$ cat config.mk
export PLATFORM = sky130hd
export DESIGN_NAME = fsk_bitseq
export DESIGN_NICKNAME = d
export VERILOG_FILES = /design/src/rtl/fsk_seq_pkg.sv /design/src/rtl/fsk_seq_dp.sv /design/src/rtl/fsk_seq_ctrl.sv /design/src/rtl/fsk_bitseq.sv
export SDC_FILE = /design/constraint.sdc
export NUM_CORES = 1
export LEC_CHECK = 0
export BUFFER_PORTS_ARGS = -buffer_cell sky130_fd_sc_hd__buf_2
export CAP_MARGIN = 20
export CORE_UTILIZATION = 56
export DETAILED_ROUTE_END_ITERATION = 7
export GPL_ROUTABILITY_DRIVEN = 0
export PLACE_DENSITY = 0.82
export SYNTH_ARGS = -nofsm -noshare
export SYNTH_HDL_FRONTEND = slang
export SYNTH_SLANG_ARGS = --single-unit
$ cat constraint.sdc
create_clock -name clk -period 2.8 [get_ports clk]
set_clock_uncertainty 0.1 [all_clocks]
set_input_delay 0.42 -clock clk [delete_from_list [all_inputs] [get_ports clk]]
set_output_delay 0.42 -clock clk [all_outputs]
set_load 0.01 [all_outputs]
$ cat src/rtl/fsk_seq_pkg.sv
package fsk_seq_pkg;

  typedef enum logic [2:0] {
    ST_IDLE,
    ST_SEIZE,
    ST_FLAG,
    ST_DATA,
    ST_TAIL
  } seq_state_e;

  typedef enum logic [1:0] {
    SRC_ONE,
    SRC_ZERO,
    SRC_DATA
  } bit_src_e;

  // Strobes from the control FSM to the datapath
  typedef struct packed {
    logic     emit;     // update the output bit this cycle
    bit_src_e src;      // where the new bit comes from
    logic     running;  // bit belongs to a message in progress
  } seq_strobe_t;

  localparam logic [1:0] CFG_SEIZE = 2'd0;
  localparam logic [1:0] CFG_FLAG  = 2'd1;
  localparam logic [1:0] CFG_WORDS = 2'd2;
  localparam logic [1:0] CFG_MARK  = 2'd3;

  // start + 8 data + stop, positions 0..9
  localparam int FRAME_BITS = 10;

endpackage

$ cat src/rtl/fsk_seq_dp.sv
module fsk_seq_dp
  import fsk_seq_pkg::*;
#(
  parameter int DEPTH = 64,
  parameter int LEN_W = 8,
  localparam int AW    = $clog2(DEPTH),
  localparam int CNT_W = $clog2(DEPTH + 1)
) (
  input  logic             clk,
  input  logic             rstN,
  input  logic             cfgWe,
  input  logic [1:0]       cfgSel,
  input  logic [LEN_W-1:0] cfgData,
  input  logic             bufWe,
  input  logic [AW-1:0]    bufAddr,
  input  logic [7:0]       bufData,
  input  seq_strobe_t      strb,
  input  logic [AW-1:0]    byteAddr,
  input  logic [3:0]       bitPos,
  output logic [LEN_W-1:0] seizLen,
  output logic [LEN_W-1:0] flagLen,
  output logic [CNT_W-1:0] wordLen,
  output logic             txBit,
  output logic             lineOn
);

  logic [LEN_W-1:0] wordCfg;
  logic             markCfg;
  logic [7:0]       msgMem [DEPTH];
  logic [7:0]       curByte;
  logic [2:0]       dataIdx;
  logic [3:0]       posLess;

  // Length and option registers (R10, reset values R9)
  always_ff @(posedge clk or negedge rstN) begin
    if (!rstN) begin
      seizLen <= '0;
      flagLen <= '0;
      wordCfg <= '0;
      markCfg <= 1'b0;
    end else if (cfgWe) begin
      case (cfgSel)
        CFG_SEIZE: seizLen <= cfgData;
        CFG_FLAG:  flagLen <= cfgData;
        CFG_WORDS: wordCfg <= cfgData;
        default:   markCfg <= cfgData[0];
      endcase
    end
  end

  // Clamp of the data length to the buffer depth
  always_comb begin
    if (int'(wordCfg) > DEPTH) wordLen = CNT_W'(DEPTH);
    else                       wordLen = CNT_W'(wordCfg);
  end

  // Message buffer, host-written
  always_ff @(posedge clk) begin
    if (bufWe) msgMem[bufAddr] <= bufData;
  end

  assign curByte = msgMem[byteAddr];
  assign posLess = bitPos - 4'd1;
  assign dataIdx = posLess[2:0];

  // Output bit and line enable
  always_ff @(posedge clk or negedge rstN) begin
    if (!rstN) begin
      txBit  <= 1'b1;
      lineOn <= 1'b0;
    end else if (strb.emit) begin
      case (strb.src)
        SRC_ZERO: txBit <= 1'b0;
        SRC_DATA: txBit <= curByte[dataIdx];
        default:  txBit <= 1'b1;
      endcase
      lineOn <= strb.running | markCfg;
    end
  end

  // Data bits only ever come from positions 1..8 of a frame
  p_data_pos_r3: assert property (@(posedge clk) disable iff (!rstN)
    (strb.emit && strb.src == SRC_DATA) |-> (bitPos >= 4'd1 && bitPos <= 4'd8));

endmodule

$ cat src/rtl/fsk_seq_ctrl.sv
module fsk_seq_ctrl
  import fsk_seq_pkg::*;
#(
  parameter int DEPTH = 64,
  parameter int LEN_W = 8,
  localparam int AW    = $clog2(DEPTH),
  localparam int CNT_W = $clog2(DEPTH + 1)
) (
  input  logic             clk,
  input  logic             rstN,
  input  logic             bitEn,
  input  logic             startPulse,
  input  logic [LEN_W-1:0] seizLen,
  input  logic [LEN_W-1:0] flagLen,
  input  logic [CNT_W-1:0] wordLen,
  output seq_strobe_t      strb,
  output logic [AW-1:0]    byteAddr,
  output logic [3:0]       bitPos,
  output logic             active,
  output logic             done
);

  localparam logic [3:0] LAST_POS = 4'(FRAME_BITS - 1);

  seq_state_e       state;
  seq_state_e       firstState, afterSeize, afterFlag;
  logic [LEN_W:0]   cnt;
  logic [LEN_W:0]   seizBits;
  logic [LEN_W-1:0] flagBits;
  logic [CNT_W-1:0] byteLen;
  logic [CNT_W-1:0] byteCnt;
  logic             startOk;

  assign startOk  = startPulse && (state == ST_IDLE);
  assign active   = (state != ST_IDLE);
  assign byteAddr = byteCnt[AW-1:0];

  // Phase order with zero-length phases skipped
  always_comb begin
    if (seizLen != '0)      firstState = ST_SEIZE;
    else if (flagLen != '0) firstState = ST_FLAG;
    else if (wordLen != '0) firstState = ST_DATA;
    else                    firstState = ST_TAIL;

    if (flagBits != '0)     afterSeize = ST_FLAG;
    else if (byteLen != '0) afterSeize = ST_DATA;
    else                    afterSeize = ST_TAIL;

    if (byteLen != '0)      afterFlag = ST_DATA;
    else                    afterFlag = ST_TAIL;
  end

  // Strobes toward the datapath
  always_comb begin
    strb.emit    = bitEn;
    strb.src     = SRC_ONE;
    strb.running = 1'b0;
    case (state)
      ST_SEIZE: begin
        strb.running = 1'b1;
        strb.src     = cnt[0] ? SRC_ONE : SRC_ZERO;
      end
      ST_FLAG: begin
        strb.running = 1'b1;
        strb.src     = SRC_ONE;
      end
      ST_DATA: begin
        strb.running = 1'b1;
        if (bitPos == 4'd0)          strb.src = SRC_ZERO;
        else if (bitPos == LAST_POS) strb.src = SRC_ONE;
        else                         strb.src = SRC_DATA;
      end
      default: begin
        strb.running = 1'b0;
        strb.src     = SRC_ONE;
      end
    endcase
  end

  // Phase sequencing and counters
  always_ff @(posedge clk or negedge rstN) begin
    if (!rstN) begin
      state    <= ST_IDLE;
      cnt      <= '0;
      seizBits <= '0;
      flagBits <= '0;
      byteLen  <= '0;
      byteCnt  <= '0;
      bitPos   <= '0;
      done     <= 1'b0;
    end else begin
      done <= 1'b0;
      if (startOk) begin
        seizBits <= {seizLen, 1'b0};
        flagBits <= flagLen;
        byteLen  <= wordLen;
        cnt      <= '0;
        byteCnt  <= '0;
        bitPos   <= '0;
        state    <= firstState;
      end else if (bitEn) begin
        case (state)
          ST_SEIZE: begin
            if (cnt == seizBits - 1'b1) begin
              cnt   <= '0;
              state <= afterSeize;
            end else begin
              cnt <= cnt + 1'b1;
            end
          end
          ST_FLAG: begin
            if (cnt == {1'b0, flagBits} - 1'b1) begin
              cnt   <= '0;
              state <= afterFlag;
            end else begin
              cnt <= cnt + 1'b1;
            end
          end
          ST_DATA: begin
            if (bitPos == LAST_POS) begin
              bitPos <= '0;
              if (byteCnt == byteLen - 1'b1) begin
                byteCnt <= '0;
                state   <= ST_TAIL;
              end else begin
                byteCnt <= byteCnt + 1'b1;
              end
            end else begin
              bitPos <= bitPos + 1'b1;
            end
          end
          ST_TAIL: begin
            state <= ST_IDLE;
            done  <= 1'b1;
          end
          default: state <= ST_IDLE;
        endcase
      end
    end
  end

  // done is a single-clock pulse and only appears once idle
  p_done_pulse_r6: assert property (@(posedge clk) disable iff (!rstN)
    done |=> !done);
  p_done_idle_r6: assert property (@(posedge clk) disable iff (!rstN)
    (done && !$past(startOk)) |-> (state == ST_IDLE));

  // a start during a message leaves the phase state alone
  p_start_ignored_r8: assert property (@(posedge clk) disable iff (!rstN)
    (startPulse && state != ST_IDLE && !bitEn) |=> (state == $past(state)));

  // seizure counter stays inside the doubled snapshot length
  p_seize_bound_r1: assert property (@(posedge clk) disable iff (!rstN)
    (state == ST_SEIZE) |-> (cnt < seizBits));

  // byte index within clamped length, which never exceeds the depth
  p_byte_bound_r4: assert property (@(posedge clk) disable iff (!rstN)
    (state == ST_DATA) |-> (byteCnt < byteLen && int'(byteLen) <= DEPTH && bitPos <= LAST_POS));

endmodule

$ cat src/rtl/fsk_bitseq.sv
module fsk_bitseq
  import fsk_seq_pkg::*;
#(
  parameter int DEPTH = 64,
  parameter int LEN_W = 8,
  localparam int AW    = $clog2(DEPTH),
  localparam int CNT_W = $clog2(DEPTH + 1)
) (
  input  logic             clk,
  input  logic             rstN,
  input  logic             bitEn,
  input  logic             startPulse,
  input  logic             cfgWe,
  input  logic [1:0]       cfgSel,
  input  logic [LEN_W-1:0] cfgData,
  input  logic             bufWe,
  input  logic [AW-1:0]    bufAddr,
  input  logic [7:0]       bufData,
  output logic             txBit,
  output logic             lineOn,
  output logic             active,
  output logic             done
);

  seq_strobe_t      strb;
  logic [AW-1:0]    byteAddr;
  logic [3:0]       bitPos;
  logic [LEN_W-1:0] seizLen;
  logic [LEN_W-1:0] flagLen;
  logic [CNT_W-1:0] wordLen;

  fsk_seq_ctrl #(.DEPTH(DEPTH), .LEN_W(LEN_W)) u_ctrl (
    .clk        (clk),
    .rstN       (rstN),
    .bitEn      (bitEn),
    .startPulse (startPulse),
    .seizLen    (seizLen),
    .flagLen    (flagLen),
    .wordLen    (wordLen),
    .strb       (strb),
    .byteAddr   (byteAddr),
    .bitPos     (bitPos),
    .active     (active),
    .done       (done)
  );

  fsk_seq_dp #(.DEPTH(DEPTH), .LEN_W(LEN_W)) u_dp (
    .clk      (clk),
    .rstN     (rstN),
    .cfgWe    (cfgWe),
    .cfgSel   (cfgSel),
    .cfgData  (cfgData),
    .bufWe    (bufWe),
    .bufAddr  (bufAddr),
    .bufData  (bufData),
    .strb     (strb),
    .byteAddr (byteAddr),
    .bitPos   (bitPos),
    .seizLen  (seizLen),
    .flagLen  (flagLen),
    .wordLen  (wordLen),
    .txBit    (txBit),
    .lineOn   (lineOn)
  );

  // an idle line always rests at '1'
  p_idle_high_r7: assert property (@(posedge clk) disable iff (!rstN)
    !active |-> txBit);

endmodule

==> results of run 1 <==
[through the flow]
stage / TNS, ps / total power [mW] / area [sq um] / hold WS (ps)
finish: -262 / 26.1 / 29000 / 34.4
global route: -563 / 27.0 / 29000 / 6.97
CTS: -87.3 / 25.9 / 28800 / 9.43
detailed placement: -1180 / 17.8 / 26600 / 316
global placement: -488 / 17.6 / 26600 / 313
floorplan: 0 / 15.2 / 24500 / 24.4
[kinds of logic after synthesis]
family	after synthesis
buf+inv	97
flops	586
mux	198
fa+ha+maj	10
simple gates	348
xor+xnor	26
compound gates	173
[state kept, by name (all words and copies together) (netlist names), 8 cells and up]
name,flops
u_ctrl.flagBits,8
u_ctrl.seizBits,8
u_dp.msgMem,512
u_dp.wordCfg,8
u_dp.flagLen,8
u_dp.seizLen,8
u_ctrl.cnt,9
[synth_stat cells, types with 11 or more instances]
cell and instances:
buf_2 13, mux2_2 35, nand2_1 113, nor3_1 23
mux4_2 83, xor2_1 15, mux2i_1 51, nor2b_1 11
nor2_1 102, nand3_1 25, a21oi_1 24, dfrtp_1 73
o21ai_0 35, a22oi_1 20, clkbuf_1 41, mux4_1 29
xnor2_1 11, inv_1 18, edfxtp_1 512
[layout make-up]
class                   instances  area (sq um)
flip-flops and latches        586         17200
inverters                      20          75.1
diodes                          1          2.50
multi-input cells             756          7040
clock inverters                31           255
clock buffers                  71          1520
well taps                     585           732
repair buffers                242          2100
fillers                      2687         14200
[repair_timing]
| item | 4_1_cts | 5_1_grt |
|---|---|---|
| cloned | 2 | 0 |
| gates resized for setup | 54 | 24 |
| hold buffers | 7 | 0 |
| endpoints found under the hold margin | 54 | 0 |
| endpoints found under the setup margin | 11 | 15 |
| pin swaps | 22 | 15 |
| buffers inserted | 15 | 1 |
[routing by layer]
layer	global-route usage [%]	part of all wire (%)	wire, microns	vias to the layer above
met4	12.8	4.6	2840	4
met5	0	0.036	22	-
li1	-	-	-	6180
met1	36.5	37	22700	7562
met3	5.46	9.4	5780	200
met2	46.2	49	30200	911
[report_power, final]
group	switching (mW)	leakage (nW)	internal (mW)	total, mW
combinational	4.32	3.71	4.10	8.42
clock	3.18	0.865	4.20	7.38
sequential	0.458	5.54	9.88	10.3
total	7.96	10.1	18.2	26.1
[path summary, 6_finish.rpt]
path | cells past startpoint | end | from | slack [ps]
max in group asynchronous | 3 | u_ctrl.seizBits[1] | rstN | 1630
min in group asynchronous | 2 | u_dp.lineOn | rstN | 230
hold reg to reg | 2 | u_ctrl.flagBits[4] | u_dp.flagLen[4] | 410
setup / recovery | 11 | u_dp.txBit | u_ctrl.byteCnt[0] | -260
setup reg to reg | 11 | u_dp.txBit | u_ctrl.byteCnt[0] | -260
hold / removal | 2 | u_dp.seizLen[2] | cfgData[2] | 30
[worst max-delay path: stages (launching register included)]
cell,delay [ps]
dfrtp_4,500
buf_4,160
buf_12,120
buf_16,130
mux4_1,350
mux2i_1,120
mux2_2,330
o22ai_2,240
a211oi_2,90
o31ai_1,430
o221ai_1,200
o221ai_1,200
==> summary.txt, run 1 <==
Run status
  – Outcome: finished with violations
  – Failing checks: negative setup slack

Finish
  – Layout cells sized above 1: 29.0%
  – Total Nets Final: 1703
  – Area growth, synth to finish: 18.1%
  – Fin util: 67.1%
  – Fin cells: 2292
  – Most frequent cells in the layout: edfxtp_1 (512), buf_4 (173), nand2_1 (113)
  – Commonest non-fill, non-tap cell in the layout: edfxtp_1

Logic synthesis
  – Avg Cell Area, Syn: 17.1 sq um
  – Top post-synthesis cells by area: edfxtp_1 (63%), mux4_2 (7.6%), dfrtp_1 (7.4%), mux4_1 (3.1%), mux2i_1 (2.1%)
  – Post-synthesis sequential area ratio: 70.2%
  – Multiplexer share of the synthesized area: 14.4%
  – Ys async rst share: 12.6%
  – Synth unique cells: 75
  – Synth Register Bits: 586
  – Xor-xnor portion of the synthesized cell area: 0.928%
  – Post-synth net total: 1478
  – Post-synth top area cell: edfxtp_1
  – Number of synthesized flops with an enable pin: 512
  – Main synth FF type: edfxtp_1
  – Synth Area in Simple Gates: 6.63%
  – Top cell type's share of synthesized area: 62.7%
  – Post-synthesis adder-cell area fraction: 0.510%
  – Complex-gate fraction of the synthesized area: 5.04%
  – Syn Inst Count: 1438
  – Synthesized area: 0.0245 sq mm
  – Largest family of logic cells by synthesized area: multiplexers
  – Yosys warns: 0

Routing
  – DRC: 0
  – Initial DRC Count: 1706
  – Via count: 14.9k
  – Via density: 6.48
  – Wire per inst: 26.8 microns
  – Routed WL: 61500 microns
  – Drt pass-1 iters: 5
  – Number of nets still failing antenna checks after routing: 0

Timing
  – Fin crit share: 109%
  – Fmax: 0.327 GHz
  – Final WS setup: -262 ps
  – Worst-Margin Slew: 875 ps
  – Hold Fails Final Rpt: 0
  – Period minus WS final: 3060 ps
  – Final setup violation count: 1
  – Final-report max-slew violation count: 0
  – Max_slew headroom: 41.5%
  – RSZ-0062 raised after global routing: true

CTS
  – CTS max path bufs: 3
  – Clock Pin Slew Worst Setup and Hold Paths: 60 ps
  – CTS Sinks: 586
  – Clk Latency, worst-skew pair: 600 ps
  – H-tree depth: 2
  – Total clock buffers created by CTS: 57
  – Clock root cell: clkbuf_16
  – CTS tree: yes

Critical path
  – Crit path launch type: flip-flop
  – Endpoint type of the worst setup path: flip-flop
  – Critical path arrival: 3480 ps
  – Max FO, Critical Path: 6
  – Crit path required time: 3220 ps
  – Crit Path Category: flip-flop to flip-flop

Placed design
  – Dpl hpwl: 38800 microns
  – Placed Cells: 2164
  – Pre-CTS setup slack: -269 ps
  – IO Port Bufs: 33

Power and ir drop
  – LEAKAGE: 10.1 nW
  – Peak supply drop: 0.000897 V
  – Power Density: 902 mW/mm^2

Die
  – Die area: 0.0446 sq mm
  – Core area: 0.0432 sq mm
  – DIE HEIGHT: 211 microns
  – Die width: 211 microns
  – Initial Utilization: 56.8%
  – Ports: 34
  – Num rows: 76

Global routing
  – Number of global-route vias before repair: 15.0k
  – Grt ovf: 0
  – Largest net degree at the start of global routing: 65
  – Initial antenna violation count: 3
  – First-pass GRT wire length: 91300 microns
  – GRT Overall Usage: 28.1%

Hold path
  – Hold Crit Class: primary input to flip-flop

Run
  – Max cap viols: 0
Note: power is estimated with default switching activity, not from simulation.
==> run 2: changes to the inputs <==
--- a/config.mk
+++ b/config.mk
@@ -6,9 +6,10 @@
 export NUM_CORES = 1
 export LEC_CHECK = 0
-export BUFFER_PORTS_ARGS = -buffer_cell sky130_fd_sc_hd__buf_2
+export BUFFER_PORTS_ARGS = -buffer_cell sky130_fd_sc_hd__clkbuf_2
 export CAP_MARGIN = 20
 export CORE_UTILIZATION = 56
 export DETAILED_ROUTE_END_ITERATION = 7
 export GPL_ROUTABILITY_DRIVEN = 0
+export GPL_TIMING_DRIVEN = 0
 export PLACE_DENSITY = 0.82
 export SYNTH_ARGS = -nofsm -noshare
==> constraint.sdc (replaced) <==
create_clock -name clk -period 2.8 [get_ports clk]
set_clock_uncertainty 0.1 [all_clocks]
set_input_delay 0.42 -clock clk [delete_from_list [all_inputs] [get_ports clk]]
set_output_delay 0.42 -clock clk [all_outputs]
set_load 0.05 [all_outputs]
==> run 2 against run 1 <==
The run still ends with negative setup slack left; count of clock-buffer cells in the layout fell by 8; routed wire length is 9.8% higher; utilization decreased by 0.71 points; total power grew 4.4%; sequential share of layout area increased by 0.62 points; global-route usage up 2.0 points; final cell count down 3.3%; combinational power is 11% higher; sequential cell count is the same; design area fell by 1.1%; register-to-register slack got worse by 150 ps; critical endpoint unchanged.
==> summary.txt, run 2 (synthesis gave the netlist of run 1 again) <==
CTS
  – CTS max path bufs: 3 (unchanged)
  – Clk Latency, worst-skew pair: 650 ps (+50 ps)
  – CTS Sinks: 586 (unchanged)
  – Clock Pin Slew Worst Setup and Hold Paths: 60 ps (about the same)
  – H-tree depth: 2 (unchanged)
  – Total clock buffers created by CTS: 56 (-1.8%)
  – Clock root cell: clkbuf_16
  – CTS tree: yes

Global routing
  – Initial antenna violation count: 0 (-3)
  – GRT Overall Usage: 30.1% (+2.0 points)
  – First-pass GRT wire length: 95600 microns (+4.7%)
  – Grt ovf: 0 (unchanged)
  – Number of global-route vias before repair: 14.7k (-1.9%)
  – Largest net degree at the start of global routing: 65 (unchanged)

Power and ir drop
  – LEAKAGE: 9.67 nW (-4.4%)
  – Switching share of power: 33.3% (+2.8 points)
  – Combinational power share: 34.3% (+2.1 points)
  – Clk network pwr share: 28.1% (about the same)
  – Peak supply drop: 0.000642 V (-28%)
  – P_sw: 9.07 mW (+14%)
  – Power, Total: 27.3 mW (+4.4%)
  – Seq pwr share: 37.6% (-2.0 points)
  – Int Power: 18.2 mW (+0.14%)
  – Power Density: 952 mW/mm^2 (+5.5%)

Timing
  – Final setup violation count: 1 (unchanged)
  – Final hold slack: 20.7 ps (-13.7 ps)
  – Hold Fails Final Rpt: 0 (unchanged)
  – Fmax: 0.311 GHz (-4.8%)
  – RSZ-0062 raised after global routing: true
  – Fin crit share: 115% (+5.5 points)
  – Worst-Margin Slew: 1050 ps (+179 ps)
  – Max_slew headroom: 29.5% (-12 points)
  – Final-report max-slew violation count: 0 (unchanged)
  – Period minus WS final: 3210 ps (+153 ps)
  – Final WS setup: -415 ps (-153 ps)

Finish
  – Most frequent cells in the layout: edfxtp_1 (512), nand2_1 (113), nor2_1 (99)
  – Max reg flops: 512 (unchanged)
  – # diodes: 0 (-1)
  – Total Nets Final: 1623 (-4.7%)
  – Fin util: 66.4% (-0.71 points)
  – Register Area: 0.0172 sq mm (about the same)
  – Multi-input logic area: 0.00729 sq mm (+3.6%)
  – Largest reg by FF count: u_dp.msgMem
  – Fillcell total: 2724 (+1.4%)
  – Largest regs: u_dp.msgMem: 512 flops, u_ctrl.cnt: 9 flops
  – Layout cells sized above 1: 25.7% (-3.3 points)
  – Area growth, synth to finish: 16.8%
  – Commonest non-fill, non-tap cell in the layout: edfxtp_1

Run status
  – Failing checks: negative setup slack
  – Outcome: finished with violations

Routing
  – Wire per inst: 30.5 microns (+14%)
  – Drt pass-1 iters: 7 (+2)
  – Initial DRC Count: 2630 (+54%)
  – Routed WL: 67600 microns (+9.8%)
  – Via count: 15.1k (+1.6%)
  – Number of nets still failing antenna checks after routing: 0 (unchanged)
  – Via density: 6.81 (+5.1%)
  – DRC: 0 (unchanged)

Die
  – Die area: 0.0446 sq mm (unchanged)
  – Core area: 0.0432 sq mm (unchanged)
  – DIE HEIGHT: 211 microns (unchanged)
  – Initial Utilization: 56.8% (unchanged)
  – Die width: 211 microns (unchanged)
  – Num rows: 76 (unchanged)
  – Ports: 34 (unchanged)

Run
  – Max cap viols: 0 (unchanged)

Critical path
  – Critical Path, Cell by Cell: buf_12 -> buf_16 -> buf_16 -> buf_12 -> mux4_2 -> mux2i_1 -> mux2i_1 -> o21a_2 -> o221ai_1 -> o31ai_2 -> o221ai_1 -> o221ai_1
  – Endpoint type of the worst setup path: flip-flop
  – Crit path required time: 3230 ps (about the same)
  – Critical path's largest stage delay: 510 ps (about the same)
  – Crit Path Category: flip-flop to flip-flop
  – Top delay family on crit path: compound AO/OA/AOI/OAI gates
  – Critical path arrival: 3640 ps (+160 ps)
  – R2R setup slack: -410 ps (-150 ps)
  – Slowest stage cell, crit path: mux4_2
  – Worst R2R End: u_dp.txBit
  – Worst path bufs/invs: 4 (+1)
  – Crit path launch type: flip-flop
  – Cell depth of the worst flop-to-flop path: 12 (+1)
  – Most frequent CP cell: o221ai_1
  – Worst R2R Start: u_ctrl.byteCnt[0]
  – Max FO, Critical Path: 10 (+4)

Placed design
  – Dpl hpwl: 40500 microns (+4.3%)
  – IO Port Bufs: 27 (-18%)

Hold path
  – Hold path depth: 2 (unchanged)
  – Hold Path End: u_dp.flagLen[0]
  – Worst hold start: cfgData[0]
  – Hold Crit Class: primary input to flip-flop
[run 2: cell types whose count changed in the layout (fill, tap and decap cells not counted), moves of 5 or more]
cell,change
a22oi_1,-5
a22oi_2,+5
buf_2,-27
buf_4,-132
buf_6,+5
clkbuf_1,+23
clkbuf_2,+33
clkbuf_4,+5
clkinv_1,+10
clkinv_2,-5
[run 2: repair_timing]
item,CTS,global route
resized for setup,109,85
endpoints found under the hold margin,50,0
endpoints found under the setup margin,19,19
cloned,2,1
hold buffers,8,0
pin swaps,9,36
setup buffers,13,20
[run 2: layout make-up]
cell class / count / area share [%]
sequential: 586 / 60.1
multi-input combinational: 755 / 25.5
clock buffer: 63 / 5.02
timing repair buffer: 89 / 2.84
tap: 585 / 2.55
buffer: 75 / 2.38
clock inverter: 43 / 1.36
inverter: 20 / 0.271
[run 2: worst max-delay path by stage]
stage | start | end | slack (ps) | cells after the start
floorplan | u_ctrl.seizBits[1] | u_ctrl.cnt[5] | 90 | 11
global placement | u_ctrl.byteCnt[1] | u_dp.txBit | -1130 | 10
detailed placement | u_ctrl.byteCnt[1] | u_dp.txBit | -1210 | 10
CTS | u_ctrl.byteCnt[0] | u_dp.txBit | -280 | 10
global route | u_ctrl.byteCnt[0] | u_dp.txBit | -380 | 11
finish | u_ctrl.byteCnt[0] | u_dp.txBit | -410 | 12
[run 2: per-stage QoR]
step | setup slack (ps) | instance area, sq um | std cells | TNS (ps)
2_1_floorplan | 89.9 | 24500 | 1438 | 0
3_3_place_gp | -1130 | 25400 | 2050 | -22270
3_5_place_dp | -1210 | 25600 | 2062 | -5080
4_1_cts | -278 | 28000 | 2190 | -290
5_1_grt | -385 | 28700 | 2216 | -1040
6_report | -415 | 28700 | 2216 | -415
[run 2: power by group through the flow]
| stage | sequential (mW) | clock [mW] | combinational (mW) |
|---|---|---|---|
| 6_report | 10.2 | 7.67 | 9.36 |
| 2_1_floorplan | 10.3 | 0 | 4.94 |
| 3_3_place_gp | 10.4 | 0 | 7.09 |
| 3_5_place_dp | 10.4 | 0 | 7.34 |
| 4_1_cts | 10.2 | 7.61 | 8.26 |
| 5_1_grt | 10.3 | 7.95 | 9.68 |
[run 2: routing by layer]
metal	track usage (%)	vias to the layer above	wire (microns)
met5	0	-	0
met4	16.0	0	3850
met3	7.51	248	8040
met2	47.2	1238	32000
met1	39.0	7585	23600
li1	-	6028	-
